File: src/rtl/eow_pkg.sv
package eow_pkg;
  typedef enum logic {
    POLL_CMPL   = 1'b0,
    POLL_TOGGLE = 1'b1
  } poll_mode_e;

  typedef enum logic [1:0] {
    ST_IDLE  = 2'd0,
    ST_WRITE = 2'd1,
    ST_POLL  = 2'd2
  } seq_state_e;
endpackage

File: src/rtl/eow_timer.sv
module eow_timer #(
  parameter int LIMIT = 1024
) (
  input  logic clk_i,
  input  logic rst_ni,
  input  logic clear_i,
  input  logic tick_i,
  output logic expire_o
);
  localparam int CW = $clog2(LIMIT + 1);

  logic [CW-1:0] cnt_q;

  always_ff @(posedge clk_i or negedge rst_ni) begin
    if (!rst_ni)      cnt_q <= '0;
    else if (clear_i) cnt_q <= '0;
    else if (tick_i)  cnt_q <= cnt_q + 1'b1;
  end

  // fires on the LIMIT-th tick since clear
  assign expire_o = tick_i && (cnt_q == CW'(LIMIT - 1));
endmodule

File: src/rtl/eow_status_eval.sv
module eow_status_eval
  import eow_pkg::*;
#(
  parameter int DW = 8
) (
  input  logic          clk_i,
  input  logic          rst_ni,
  input  logic          clear_i,
  input  logic          sample_i,
  input  poll_mode_e    mode_i,
  input  logic [DW-1:0] wdata_i,
  input  logic [DW-1:0] rdata_i,
  output logic          fin_o
);
  localparam int CMPL_BIT = DW - 1;
  localparam int TGL_BIT  = DW - 2;

  logic have_prev_q;
  logic prev_tgl_q;

  always_ff @(posedge clk_i or negedge rst_ni) begin
    if (!rst_ni) begin
      have_prev_q <= 1'b0;
      prev_tgl_q  <= 1'b0;
    end else if (clear_i) begin
      have_prev_q <= 1'b0;
    end else if (sample_i) begin
      have_prev_q <= 1'b1;
      prev_tgl_q  <= rdata_i[TGL_BIT];
    end
  end

  logic cmpl_hit, tgl_hit;
  assign cmpl_hit = (rdata_i[CMPL_BIT] == wdata_i[CMPL_BIT]);
  assign tgl_hit  = have_prev_q && (rdata_i[TGL_BIT] == prev_tgl_q);

  always_comb begin
    fin_o = 1'b0;
    if (sample_i) begin
      unique case (mode_i)
        POLL_CMPL:   fin_o = cmpl_hit;
        POLL_TOGGLE: fin_o = tgl_hit;
        default:     fin_o = 1'b0;
      endcase
    end
  end
endmodule

File: src/rtl/eow_seq.sv
module eow_seq
  import eow_pkg::*;
#(
  parameter int AW = 13,
  parameter int DW = 8
) (
  input  logic          clk_i,
  input  logic          rst_ni,
  input  logic          req_i,
  input  logic          mode_i,
  input  logic [AW-1:0] addr_i,
  input  logic [DW-1:0] data_i,
  input  logic          fin_i,
  input  logic          expire_i,
  output logic          busy_o,
  output logic          done_o,
  output logic          err_o,
  output logic          clear_o,
  output logic          poll_o,
  output logic          wr_o,
  output poll_mode_e    mode_o,
  output logic [AW-1:0] addr_o,
  output logic [DW-1:0] data_o
);
  seq_state_e state_q, state_d;
  poll_mode_e mode_q;
  logic [AW-1:0] addr_q;
  logic [DW-1:0] data_q;
  logic done_q, err_q, accept;

  assign accept = (state_q == ST_IDLE) && req_i;

  always_comb begin
    state_d = state_q;
    unique case (state_q)
      ST_IDLE:  if (req_i) state_d = ST_WRITE;
      ST_WRITE: state_d = ST_POLL;
      ST_POLL:  if (fin_i || expire_i) state_d = ST_IDLE;
      default:  state_d = ST_IDLE;
    endcase
  end

  always_ff @(posedge clk_i or negedge rst_ni) begin
    if (!rst_ni) begin
      state_q <= ST_IDLE;
      mode_q  <= POLL_CMPL;
      addr_q  <= '0;
      data_q  <= '0;
      done_q  <= 1'b0;
      err_q   <= 1'b0;
    end else begin
      state_q <= state_d;
      if (accept) begin
        mode_q <= poll_mode_e'(mode_i);
        addr_q <= addr_i;
        data_q <= data_i;
      end
      done_q <= (state_q == ST_POLL) && fin_i;
      err_q  <= (state_q == ST_POLL) && !fin_i && expire_i;
    end
  end

  assign busy_o  = (state_q != ST_IDLE);
  assign done_o  = done_q;
  assign err_o   = err_q;
  assign clear_o = (state_q == ST_WRITE);
  assign wr_o    = (state_q == ST_WRITE);
  assign poll_o  = (state_q == ST_POLL);
  assign mode_o  = mode_q;
  assign addr_o  = addr_q;
  assign data_o  = data_q;
endmodule

File: src/rtl/eow_poller.sv
module eow_poller
  import eow_pkg::*;
#(
  parameter int AW          = 13,
  parameter int DW          = 8,
  parameter int CLK_MHZ     = 100,
  parameter int WC_MAX_US   = 5000,
  parameter int TIMEOUT_CYC = CLK_MHZ * WC_MAX_US * 5 / 4
) (
  input  logic          clk_i,
  input  logic          rst_ni,
  input  logic          req_i,
  input  logic          mode_i,
  input  logic [AW-1:0] addr_i,
  input  logic [DW-1:0] data_i,
  output logic          busy_o,
  output logic          done_o,
  output logic          err_o,
  output logic          mem_we_o,
  output logic          mem_re_o,
  output logic [AW-1:0] mem_addr_o,
  output logic [DW-1:0] mem_wdata_o,
  input  logic [DW-1:0] mem_rdata_i
);
  logic       fin, expire, clear, poll, wr;
  poll_mode_e mode_q;

  eow_seq #(.AW(AW), .DW(DW)) u_seq (
    .clk_i    (clk_i),
    .rst_ni   (rst_ni),
    .req_i    (req_i),
    .mode_i   (mode_i),
    .addr_i   (addr_i),
    .data_i   (data_i),
    .fin_i    (fin),
    .expire_i (expire),
    .busy_o   (busy_o),
    .done_o   (done_o),
    .err_o    (err_o),
    .clear_o  (clear),
    .poll_o   (poll),
    .wr_o     (wr),
    .mode_o   (mode_q),
    .addr_o   (mem_addr_o),
    .data_o   (mem_wdata_o)
  );

  eow_status_eval #(.DW(DW)) u_eval (
    .clk_i    (clk_i),
    .rst_ni   (rst_ni),
    .clear_i  (clear),
    .sample_i (poll),
    .mode_i   (mode_q),
    .wdata_i  (mem_wdata_o),
    .rdata_i  (mem_rdata_i),
    .fin_o    (fin)
  );

  eow_timer #(.LIMIT(TIMEOUT_CYC)) u_timer (
    .clk_i    (clk_i),
    .rst_ni   (rst_ni),
    .clear_i  (clear),
    .tick_i   (poll),
    .expire_o (expire)
  );

  assign mem_we_o = wr;
  assign mem_re_o = poll;
endmodule

File: config.mk
export PLATFORM = sky130hd
export DESIGN_NAME = eow_poller
export DESIGN_NICKNAME = d
export VERILOG_FILES = /design/src/rtl/eow_pkg.sv /design/src/rtl/eow_timer.sv /design/src/rtl/eow_status_eval.sv /design/src/rtl/eow_seq.sv /design/src/rtl/eow_poller.sv
export SDC_FILE = /design/constraint.sdc
export NUM_CORES = 1
export LEC_CHECK = 0
export CAP_MARGIN = 20
export CORE_ASPECT_RATIO = 1.1
export CORE_MARGIN = 4
export CORE_UTILIZATION = 53
export DETAILED_ROUTE_END_ITERATION = 12
export GPL_ROUTABILITY_DRIVEN = 0
export PLACE_DENSITY = 0.9
export SLEW_MARGIN = 10
export SYNTH_ARGS = -nofsm -noshare
export SYNTH_HDL_FRONTEND = slang
export SYNTH_SLANG_ARGS = --single-unit
export TNS_END_PERCENT = 100
File: constraint.sdc
create_clock -name clk_i -period 2.92 [get_ports clk_i]
set_input_delay 0.292 -clock clk_i [delete_from_list [all_inputs] [get_ports clk_i]]
set_output_delay 0.292 -clock clk_i [all_outputs]
set_load 0.02 [all_outputs]
==> After elaboration in Yosys (flattened, before gate mapping) <==
Cells that the tools add are included.
{ "word_totals": {"inputBits": 33, "wordCells": 41, "ff_bits": 48} }
{ "classes": {"addsub": 1, "n_eq_ne": 7, "muxes": 9, "bitwise_logic": 2, "reduce_logical": 13} }
{ "op_table": {"columns": ["op", "n"], "rows": [
  ["$mux 20", 2],
  ["$add 20x1->20 const B", 1],
  ["$eq 20x20->1 const B", 1],
  ["$logic_and 1x1->1", 6],
  ["$pmux 2 s3", 1],
  ["$mux 2", 2],
  ["$ne 2x2->1 const B", 2],
  ["$reduce_and 2->1", 2],
  ["$reduce_bool 2->1", 2],
  ["$mux 1", 3],
  ["$eq 1x1->1", 2],
  ["$eq 2x1->1 const B", 1],
  ["$eq 2x2->1 const B", 1],
  ["$logic_not 2->1", 1],
  ["$not 1->1", 2],
  ["$pmux 1 s2", 1],
  ["$logic_not 1->1", 1],
  ["$logic_or 1x1->1", 1]
]} }

==> Longest topological paths before layout <==
Gate-level depths: netlist of run 1.
{ "logic_depth": {"word_depth": 7, "mapped_depth": 8, "depth_no_buf": 6} }

==> Modules after synthesis <==
A second synthesis of run 1 with hierarchy kept.
{ "hier_totals": {"hier_cells": 176, "hier_area_um2": 2183.3} }
{ "modules_own_cells": {"columns": ["module", "cells_per_inst", "n_inst", "area_each_um2"], "rows": [
  ["eow_timer", 106, 1, 1068.5],
  ["eow_seq", 59, 1, 993.5],
  ["eow_status_eval", 11, 1, 121.4]
]} }

==> Worst setup path after synthesis of run 1 <==
No wires, ideal clock.
{ "synth_timing": {"path_type": "register -> register", "start": "reg u_seq.state_q[1]", "end": "reg u_eval.have_prev_q", "n_path_buf": 3, "path_stages_with_launch": 8, "required_time_ns": 2.777, "setup_ns": 0.143, "slack_ns": 1.094, "period_less_slack_ns": 1.826, "arrival_ns": 1.683, "cell_sequence": "dfrtp_1 -> inv_1 -> ha_1 -> clkbuf_1 -> nand2b_1 -> buf_2 -> buf_1 -> o21ai_0"} }
{ "synth_via": {"elab_chain_len": 2, "word_cells_on_any_way": 4} }
{ "synth_rtl": {"columns": ["element", "line_no", "text"], "rows": [
  ["start, declared", "eow_seq.sv:25", "seq_state_e state_q, state_d;"],
  ["start signal, assigned", "eow_seq.sv:52", "state_q <= state_d;"],
  ["$eq 2x1->1 *", null, null],
  ["net mem_we_o", "eow_poller.sv:19", "output logic mem_we_o,"],
  ["$mux 1 or $reduce_bool 2->1 (tied branches)", null, null],
  ["end signal, assigned", "eow_status_eval.sv:23", "have_prev_q <= 1'b0;"],
  ["end signal, assigned", "eow_status_eval.sv:26", "have_prev_q <= 1'b0;"],
  ["end signal, assigned", "eow_status_eval.sv:28", "have_prev_q <= 1'b1;"],
  ["end, declared", "eow_status_eval.sv:18", "logic have_prev_q;"]
]} }
Mark *: on every way through the listed nets, which the timed path passes. The rest lies on a longest branch.
A chain may end at the register's enable or synchronous reset.

==> Worst setup path after layout of run 1 <==
{ "layout_timing": {"start": "reg u_seq.state_q[1]", "end": "out mem_we_o"} }
{ "layout_via": {"elab_chain_len": 1} }
{ "layout_rtl": {"columns": ["element", "line_no", "text"], "rows": [
  ["$eq 2x1->1", "eow_seq.sv:67", "assign wr_o = (state_q == ST_WRITE);"],
  ["end, declared", "eow_poller.sv:19", null]
]} }
No other way between the ends.

==> impl_metrics.json, run 1 <==
{
  "status": "finished, violations left",
  "violations": "hold timing",
  "min_path_type": "input port to asynchronous set/reset pin",
  "multi_input_area_sq_mm": 0.00114,
  "routed_wl_um": 5540,
  "grtUsageTotal_pct": 19.7,
  "num_vias": 1985,
  "synth.net_count": 264,
  "cp.depth": 3,
  "crit_family": "buffers and inverters",
  "dp_hpwl_um": 3910,
  "n_antenna_cell": 0,
  "hold_buffers": 0,
  "fin_crit_ns": 2.23,
  "cellPowerDensity_mw_per_mm2": 944,
  "layout_common_cells": "51 x clkdlybuf4s50_1, 48 x dfrtp_1, 23 x mux2_2, 18 x nand2_1, 14 x o21ai_0",
  "clock.fmax_ghz": 0.449,
  "fin_skew_ns": 0.00763,
  "rrSetupSlack_ns": 0.88,
  "fp.dieH_um": 79.3,
  "antenna_found_initial": 0,
  "slowest_stage": "clkdlybuf4s50_1",
  "placed_area_sq_mm": 0.00299,
  "place_ws_ns": 0.920,
  "clockBufferDepth": 2,
  "crit_fanout": 9,
  "synth_edf_count": 0,
  "n_fill_cell": 310,
  "grt_pass1_vias": 1827,
  "drtIter0Drc": 155,
  "synth_ff_type": "dfrtp_1",
  "cpPeakStageDelay_ns": 0.69,
  "async_reset_ff_share_pct": 100,
  "final-seq-area_sq_mm": 0.00120,
  "fin_setup_tns_ns": 0,
  "die_w_um": 72.8,
  "numCtsBuffers": 5,
  "wl_per_cell_um": 16.7,
  "final_common_cell": "clkdlybuf4s50_1",
  "grt_overflow": 0,
  "fp-row-count": 25,
  "cts_resized": 0,
  "drive_above_1_share_pct": 15.1,
  "rsz0062_at_grt": "false",
  "ys_seq_elements": 48,
  "final_hold_viol_count": 23,
  "ctsRootBufferMaster": "clkbuf_8",
  "setup_slack_ns": 0.692,
  "synth_area_per_cell_sq_um": 10.8,
  "drtAntennaViolNets": 0,
  "start_util_pct": 55.9,
  "crit_path_end_kind": "output pin",
  "p_leak_nw": 1.31,
  "tightestPinTransition_ns": 0.591,
  "die_area_sq_mm": 0.00577,
  "final-max-slew-violation-count": 0,
  "clkTransAtPathRegs_ns": 0.09,
  "netlist_instances": 226,
  "drv_cap": 0,
  "finalInstanceArea_sq_mm": 0.00314,
  "cts_tree": "done",
  "setup_violations": 0,
  "slew_headroom_pct": 60.6,
  "clk_latency_ns": 0.31,
  "period_share_pct": 76.3,
  "reg2regPathDepth": 7,
  "whs_ns": -0.0190,
  "core_sq_mm": 0.00438,
  "fin_nets": 315,
  "port_buffers": 52,
  "ys_types": 46,
  "io_pins": 59,
  "r2r_end": "u_timer.cnt_q[17]",
  "critPathRequiredTime_ns": 2.63,
  "grt_max_degree": 49,
  "arrival_ns": 1.94,
  "post_cts_buffers": 0,
  "yosys_warnings": 0,
  "worstReg2RegStart": "u_seq.state_q[1]",
  "route.detailed.drc": 0,
  "firstDrtPassIters": 4,
  "path_cells": "inv_1, ha_1, clkdlybuf4s50_1",
  "cts_sinks": 48,
  "via_per_inst": 5.98,
  "critical_path_class": "flip-flop to output pin",
  "syn_area_sq_mm": 0.00245,
  "syn_to_final_growth_pct": 28.2,
  "yosysSeqAreaShare_pct": 49.1,
  "cts_max_level": 2,
  "worstSetupStartpointType": "flip-flop",
  "cp.buffers_inverters": 2,
  "max-vdd-ir-drop_mv": 0.575,
  "grt_pass1_wl_um": 8880
}
==> stage by stage <==
step | cells | total power, mW | util [%]
2_1_floorplan | 226 | 1.88 | -
3_3_place_gp | 323 | 2.42 | 68.4
3_5_place_dp | 323 | 2.48 | 68.4
4_1_cts | 331 | 2.98 | 71.0
5_1_grt | 332 | 3.15 | 71.6
6_report | 332 | 2.96 | 71.6
==> power breakdown <==
part | internal, mW | switching (mW)
clock network | 0.258 | 0.236
logic | 0.683 | 0.775
registers | 0.879 | 0.131
==> how the worst max path moves through the flow <==
stage	startpoint	endpoint	slack, ns
3_5_place_dp	u_seq.state_q[1]	u_timer.cnt_q[17]	0.92
2_1_floorplan	u_seq.state_q[1]	u_eval.have_prev_q	1.09
4_1_cts	u_seq.state_q[1]	mem_we_o	0.68
5_1_grt	u_seq.state_q[1]	mem_we_o	0.60
6_report	u_seq.state_q[1]	mem_we_o	0.69
3_3_place_gp	u_seq.state_q[1]	u_timer.cnt_q[18]	0.99
==> registers in the layout, indices dropped and copies added, names as in the netlist <==
register            cells
u_eval.have_prev_q      1
u_eval.prev_tgl_q       1
u_seq.addr_o           13
u_seq.data_o            8
u_seq.done_o            1
u_seq.err_o             1
u_seq.mode_o            1
u_seq.state_q           2
u_timer.cnt_q          20
==> synthesized netlist by cell type (all sizes together), types with 3 or more instances <==
cell type  instances  area share (%)
nand3              5             1.0
and4               3             1.1
a31oi              3            0.77
a311o              3             1.2
o211ai             7             2.1
buf                9             2.0
and3               6             1.5
nor3               3            0.82
inv               11             1.7
o31ai              7             2.1
o21ai             14             2.9
a22o               3             1.1
nor2              10             1.5
a41oi              4             1.4
nand4              7             2.4
mux2              23              11
ha                 5             2.6
dfrtp             48              49
nor2b              3            0.77
nand2             18             2.8
and2               6             1.6
clkbuf             4            0.61
==> metal layers <==
layer  vias to the layer above  global-route usage [%]  wire [um]  share of wire [%]
met1                       949                    26.5       2380                 43
met5                         -                       0          0                  0
met3                         8                    5.06        534                9.6
met4                         0                    6.83         63                1.1
met2                        90                    30.9       2560                 46
li1                        938                       -          -                  -
==> cell families after synthesis <==
| group | share of synthesized area, % |
|---|---|
| AND/OR/NAND/NOR | 17.3 |
| AO/OA/AOI/OAI | 15.0 |
| flip-flops | 49.1 |
| buffers and inverters | 4.35 |
| multiplexers | 11.0 |
| adder cells (fa/ha/maj) | 2.56 |
| XOR/XNOR | 0.716 |
==> layout make-up <==
type                            count  share of cell area, %
Clock buffer                        5                   2.19
Tap cell                           54                   2.15
Timing Repair Buffer               57                   18.3
Clock inverter                      3                   1.48
Multi-Input combinational cell    154                   36.3
Inverter                           11                   1.32
Sequential cell                    48                   38.3
==> worst reg2reg max path: cells and delay by family, from the launching register on <==
kind                     cells  cell delay (ns)
AND/OR/NAND/NOR              3             0.64
flip-flops                   1             0.43
adder cells (fa/ha/maj)      1             0.39
buffers and inverters        2             0.38
AO/OA/AOI/OAI                1             0.09
Power figures use the tool's default switching activity.
==> inputs of run 2 (changes only) <==
--- a/config.mk
+++ b/config.mk
@@ -8,10 +8,10 @@
 export CAP_MARGIN = 20
 export CORE_ASPECT_RATIO = 1.1
 export CORE_MARGIN = 4
-export CORE_UTILIZATION = 53
+export CORE_UTILIZATION = 45
 export DETAILED_ROUTE_END_ITERATION = 12
 export GPL_ROUTABILITY_DRIVEN = 0
-export PLACE_DENSITY = 0.9
+export PLACE_DENSITY = 0.81
 export SLEW_MARGIN = 10
 export SYNTH_ARGS = -nofsm -noshare
 export SYNTH_HDL_FRONTEND = slang
==> constraint.sdc (replaced) <==
create_clock -name clk_i -period 1.95 [get_ports clk_i]
set_input_delay 0.195 -clock clk_i [delete_from_list [all_inputs] [get_ports clk_i]]
set_output_delay 0.195 -clock clk_i [all_outputs]
set_load 0.02 [all_outputs]
==> run 2 against run 1 <==
  * The run still ends with hold timing left
  * Critical path depth rose by 1
  * Critical path type is now flip-flop to flip-flop
  * Register-to-register slack got worse by 0.76 ns
  * Via count rose by 0.60%
  * First-iteration DRC count down 3.9%
  * Global-route usage shrank 1.9 points
  * Utilization down 9.8 points
==> impl_metrics.json, run 2 (synthesis results as in run 1) <==
{
  "critPathCapture": "u_timer.cnt_q[7]",
  "final_hold_viol_count": 30,
  "regMostFlops": "u_timer.cnt_q",
  "cts_sinks": 48,
  "cts_tree": "done",
  "period_share_pct": 94.0,
  "clkTransAtPathRegs_ns": 0.09,
  "syn_to_final_growth_pct": 29.7,
  "grt_use_met1_pct": 23.0,
  "crit_path_end_kind": "flip-flop",
  "crit_path_start": "u_timer.cnt_q[4]",
  "final_util_pct": 61.8,
  "fp.dieH_um": 85.3,
  "setup_slack_ns": 0.117,
  "clk_latency_ns": 0.30,
  "largest_reg_flops": 20,
  "port_buffers": 52,
  "finalPower_mw": 4.48,
  "multi_input_area_sq_mm": 0.00114,
  "routed_wl_um": 5640,
  "final-max-slew-violation-count": 0,
  "cellPowerDensity_mw_per_mm2": 1410,
  "drive_above_1_share_pct": 16.4,
  "grt_overflow": 0,
  "placed_area_sq_mm": 0.00305,
  "rrSetupSlack_ns": 0.12,
  "clockBufferDepth": 2,
  "r2r_end": "u_timer.cnt_q[7]",
  "grt_max_degree": 49,
  "start_util_pct": 47.6,
  "cts_max_level": 2,
  "p_leak_nw": 1.35,
  "reg2regPathDepth": 4,
  "n_antenna_cell": 0,
  "fin_crit_ns": 1.83,
  "worstReg2RegStart": "u_timer.cnt_q[4]",
  "antenna_found_initial": 0,
  "die_area_sq_mm": 0.00668,
  "firstDrtPassIters": 4,
  "io_pins": 59,
  "drtIter0Drc": 149,
  "arrival_ns": 2.03,
  "grt_pass1_wl_um": 9680,
  "core_sq_mm": 0.00513,
  "drv_cap": 0,
  "final_cells": 353,
  "wl_per_cell_um": 16.0,
  "dp_cells": 345,
  "violations": "hold timing",
  "whs_ns": -0.00686,
  "setup_violations": 0,
  "finalInstanceArea_sq_mm": 0.00317,
  "die_w_um": 78.3,
  "fin_skew_ns": 0.00389,
  "status": "finished, violations left",
  "use_met3_pct": 3.72,
  "critical_path_class": "flip-flop to flip-flop",
  "max-vdd-ir-drop_mv": 0.611,
  "worstSetupStartpointType": "flip-flop",
  "clock.fmax_ghz": 0.546,
  "via_per_inst": 5.66,
  "num_vias": 1997,
  "critPathRequiredTime_ns": 2.15,
  "route.detailed.drc": 0,
  "fin_nets": 318,
  "layout_common_cells": "48 x clkdlybuf4s50_1, 48 x dfrtp_1, 23 x mux2_2, 18 x nand2_1, 14 x o21ai_0",
  "fp-row-count": 27,
  "grt_pass1_vias": 2057,
  "grtUsageTotal_pct": 17.9,
  "min_path_type": "input port to asynchronous set/reset pin",
  "final-seq-area_sq_mm": 0.00120,
  "post_cts_buffers": 0,
  "ctsRootBufferMaster": "clkbuf_8",
  "drtAntennaViolNets": 0,
  "tightestPinTransition_ns": 0.590,
  "hold_buffers": 0,
  "numCtsBuffers": 5,
  "crit_fanout": 10,
  "rsz0062_at_grt": "false",
  "place_ws_ns": 0.152,
  "use_met2_pct": 30.4,
  "top_usage_layer": "met2",
  "n_fill_cell": 426,
  "slew_headroom_pct": 60.7,
  "dp_hpwl_um": 4040,
  "fin_setup_tns_ns": 0
}
[run 2: worst min-delay path by stage]
stage                     slack [ns]  depth (start not counted)                  to    from
after floorplan                -0.10                          0  u_eval.have_prev_q  rst_ni
after global placement          0.33                          2     u_seq.addr_o[5]  rst_ni
after detailed placement        0.34                          2     u_seq.addr_o[6]  rst_ni
after CTS                       0.01                          2     u_seq.data_o[0]  rst_ni
after global routing            0.03                          2     u_seq.addr_o[1]  rst_ni
final                         -0.007                          2     u_seq.addr_o[6]  rst_ni
[run 2: what timing repair did]
item,CTS,global route
endpoints found under the hold margin,0,0
endpoints found under the setup margin,1,3
resized for setup,1,3
[run 2: cell type report]
cell class / count / share of cell area [%]
Tap cell: 72 / 2.84
Inverter: 11 / 1.30
Clock buffer: 6 / 2.60
Timing Repair Buffer: 60 / 18.3
Clock inverter: 2 / 1.22
Sequential cell: 48 / 37.9
Multi-Input combinational cell: 154 / 35.9
[run 2: routing by layer]
metal | share of wire, % | wire, um
met5 | 0 | 0
met3 | 6.1 | 345
met4 | 1.2 | 65
met2 | 47 | 2630
met1 | 46 | 2600
[run 2: power breakdown]
| group | total, mW | leakage [nW] | internal [mW] | switching [mW] |
|---|---|---|---|---|
| Combinational | 2.22 | 0.680 | 1.03 | 1.18 |
| Clock | 0.757 | 0.0614 | 0.419 | 0.338 |
| Sequential | 1.50 | 0.610 | 1.32 | 0.188 |
| Total | 4.48 | 1.35 | 2.77 | 1.71 |
[run 2: critical path: stages (launching register included)]
cell and delay (ns):
dfrtp_1 0.46, and3_1 0.43, and3_1 0.45, o21ai_0 0.14, a22o_1 0.24
==> inputs of run 3 (changes only) <==
--- a/config.mk
+++ b/config.mk
@@ -12,7 +12,8 @@
 export DETAILED_ROUTE_END_ITERATION = 12
 export GPL_ROUTABILITY_DRIVEN = 0
 export PLACE_DENSITY = 0.81
-export SLEW_MARGIN = 10
+export REMOVE_ABC_BUFFERS = 1
+export SETUP_SLACK_MARGIN = 0.02
 export SYNTH_ARGS = -nofsm -noshare
 export SYNTH_HDL_FRONTEND = slang
 export SYNTH_SLANG_ARGS = --single-unit
==> run 3 against run 2 <==
  * The flow still finishes with violations (hold timing)
  * Cell area increased by 0.35%
  * Sequential cell count unchanged
  * Total power increased by 0.89%
  * Fmax decreased by 1.0%
  * Final cell count decreased by 0.28%
  * Global-route usage about the same
  * Sequential share of layout area decreased by 0.13 points
  * Non-clock buffer count unchanged
  * Register-to-register slack improved by 0.06 ns
  * Routed wire length decreased by 1.2%
  * First-iteration DRC count increased by 2.0%
  * Critical path type is now flip-flop to output pin
  * Largest cell class unchanged
  * Highest routed layer unchanged
==> impl_metrics.json, run 3 (synthesis results as in run 1) <==
{
  "grt_pass1_wl_um": 9630,
  "status": "finished, violations left",
  "numCtsBuffers": 5,
  "port_buffers": 52,
  "drive_above_1_share_pct": 16.4,
  "crit_family": "buffers and inverters",
  "clkTransAtPathRegs_ns": 0.09,
  "start_util_pct": 47.6,
  "crit_path_end_kind": "output pin",
  "cts_sinks": 48,
  "final-max-slew-violation-count": 0,
  "switchingPower_mw": 1.67,
  "crit_fanout": 4,
  "fin_crit_ns": 1.85,
  "hold_buffers": 0,
  "via_per_inst": 5.63,
  "setup_violations": 0,
  "final_hold_viol_count": 28,
  "route.detailed.drc": 0,
  "fin_setup_tns_ns": 0,
  "dp_cells": 345,
  "antenna_found_initial": 0,
  "cts_tree": "done",
  "cpPeakStageDelay_ns": 0.63,
  "cellInternalPower_mw": 2.85,
  "die_w_um": 78.3,
  "whs_ns": -0.0184,
  "grt_pass1_vias": 1993,
  "finalInstanceArea_sq_mm": 0.00318,
  "max-vdd-ir-drop_mv": 0.814,
  "cp.buffers_inverters": 2,
  "grtUsageTotal_pct": 17.9,
  "ctsRootBufferMaster": "clkbuf_8",
  "final_common_cell": "clkdlybuf4s50_1",
  "place_ws_ns": 0.175,
  "period_share_pct": 94.9,
  "pwr-share-clk_pct": 18.4,
  "fp.dieH_um": 85.3,
  "layout_common_cells": "49 x clkdlybuf4s50_1, 48 x dfrtp_1, 23 x mux2_2, 18 x nand2_1, 14 x o21ai_0",
  "syn_to_final_growth_pct": 30.2,
  "drtIter0Drc": 152,
  "min_path_type": "input port to asynchronous set/reset pin",
  "rsz0062_at_grt": "false",
  "swShare_pct": 37.0,
  "cellPowerDensity_mw_per_mm2": 1420,
  "fin_skew_ns": 0.00631,
  "drv_cap": 0,
  "path_cells": "inv_1, ha_1, clkdlybuf4s50_1",
  "critical_path_class": "flip-flop to output pin",
  "largest_reg_flops": 20,
  "grt_max_degree": 49,
  "fp-row-count": 27,
  "worstSetupStartpointType": "flip-flop",
  "final_util_pct": 62.0,
  "setup_slack_ns": 0.0986,
  "placed_area_sq_mm": 0.00305,
  "fin_nets": 318,
  "firstDrtPassIters": 4,
  "sequentialPowerShare_pct": 33.1,
  "cts_max_level": 2,
  "clock.fmax_ghz": 0.540,
  "core_sq_mm": 0.00513,
  "die_area_sq_mm": 0.00668,
  "num_vias": 1980,
  "finalPower_mw": 4.52,
  "dp_hpwl_um": 3880,
  "n_antenna_cell": 0,
  "slowest_stage": "clkdlybuf4s50_1",
  "slew_headroom_pct": 60.1,
  "drtAntennaViolNets": 0,
  "violations": "hold timing",
  "regMostFlops": "u_timer.cnt_q",
  "arrival_ns": 1.66,
  "routed_wl_um": 5570,
  "grt_overflow": 0,
  "wl_per_cell_um": 15.8,
  "clockBufferDepth": 2,
  "final_cells": 352,
  "combPwrFrac_pct": 48.5,
  "clk_latency_ns": 0.30,
  "p_leak_nw": 1.35,
  "critPathRequiredTime_ns": 1.75,
  "tightestPinTransition_ns": 0.599,
  "io_pins": 59
}
run 3: cell count changes in the layout (fill, tap and decap cells not counted), sizes merged:
cell           change
clkinv             -1
bufinv             +1
dlygate4sd2        -1
clkbuf             -1
clkdlybuf4s50      +1
run 3: power by group through the flow:
stage | Clock [mW] | Combinational [mW] | Sequential, mW
after floorplan | 0 | 0.966 | 1.79
after global placement | 0 | 2.15 | 1.50
after detailed placement | 0 | 2.19 | 1.52
after CTS | 0.858 | 2.21 | 1.50
after global routing | 0.900 | 2.36 | 1.56
final | 0.831 | 2.19 | 1.50
run 3: area by class of cell:
cell class	instances	area (sq um)
Clock buffer	5	68.8
Clock inverter	2	60.1
Fill cell	429	1950
Inverter	11	41.3
Multi-Input combinational cell	154	1140
Sequential cell	48	1200
Tap cell	72	90.1
Timing Repair Buffer	60	581
run 3: what timing repair did:
| item | CTS | global route |
|---|---|---|
| endpoints found under the setup margin | 0 | 4 |
| resized for setup | 0 | 4 |
| buffers inserted | 0 | 0 |
run 3: worst paths after layout:
kind / cells after the start / endpoint / slack (ns) / from
min in group clk_i: 2 / u_seq.addr_o[5] / 0.51 / addr_i[5]
max in group asynchronous: 2 / u_seq.addr_o[6] / 1.56 / rst_ni
hold / removal: 2 / u_seq.mode_o / -0.02 / rst_ni
setup / recovery: 3 / mem_re_o / 0.1 / u_seq.state_q[0]
hold reg to reg: 1 / u_seq.addr_o[11] / 0.51 / u_seq.addr_o[11]
setup reg to reg: 5 / u_seq.state_q[0] / 0.18 / u_timer.cnt_q[0]
run 3: worst reg2reg max path, cell delays in order (launching register included):
cell	delay, ns
dfrtp_1	0.39
ha_1	0.24
nand3_1	0.11
or4_1	0.58
o2111ai_1	0.22
o311ai_1	0.12
run 3: per-layer routing:
layer  wire [um]  part of all wire, %  global-route usage, %  vias to the layer above
li1            -                    -                      -                      945
met1        2590                   46                   25.2                      952
met2        2530                   45                   26.9                       73
met3         373                  6.7                   4.56                       10
met4          79                  1.4                   6.04                        0
met5           0                    0                      0                        -
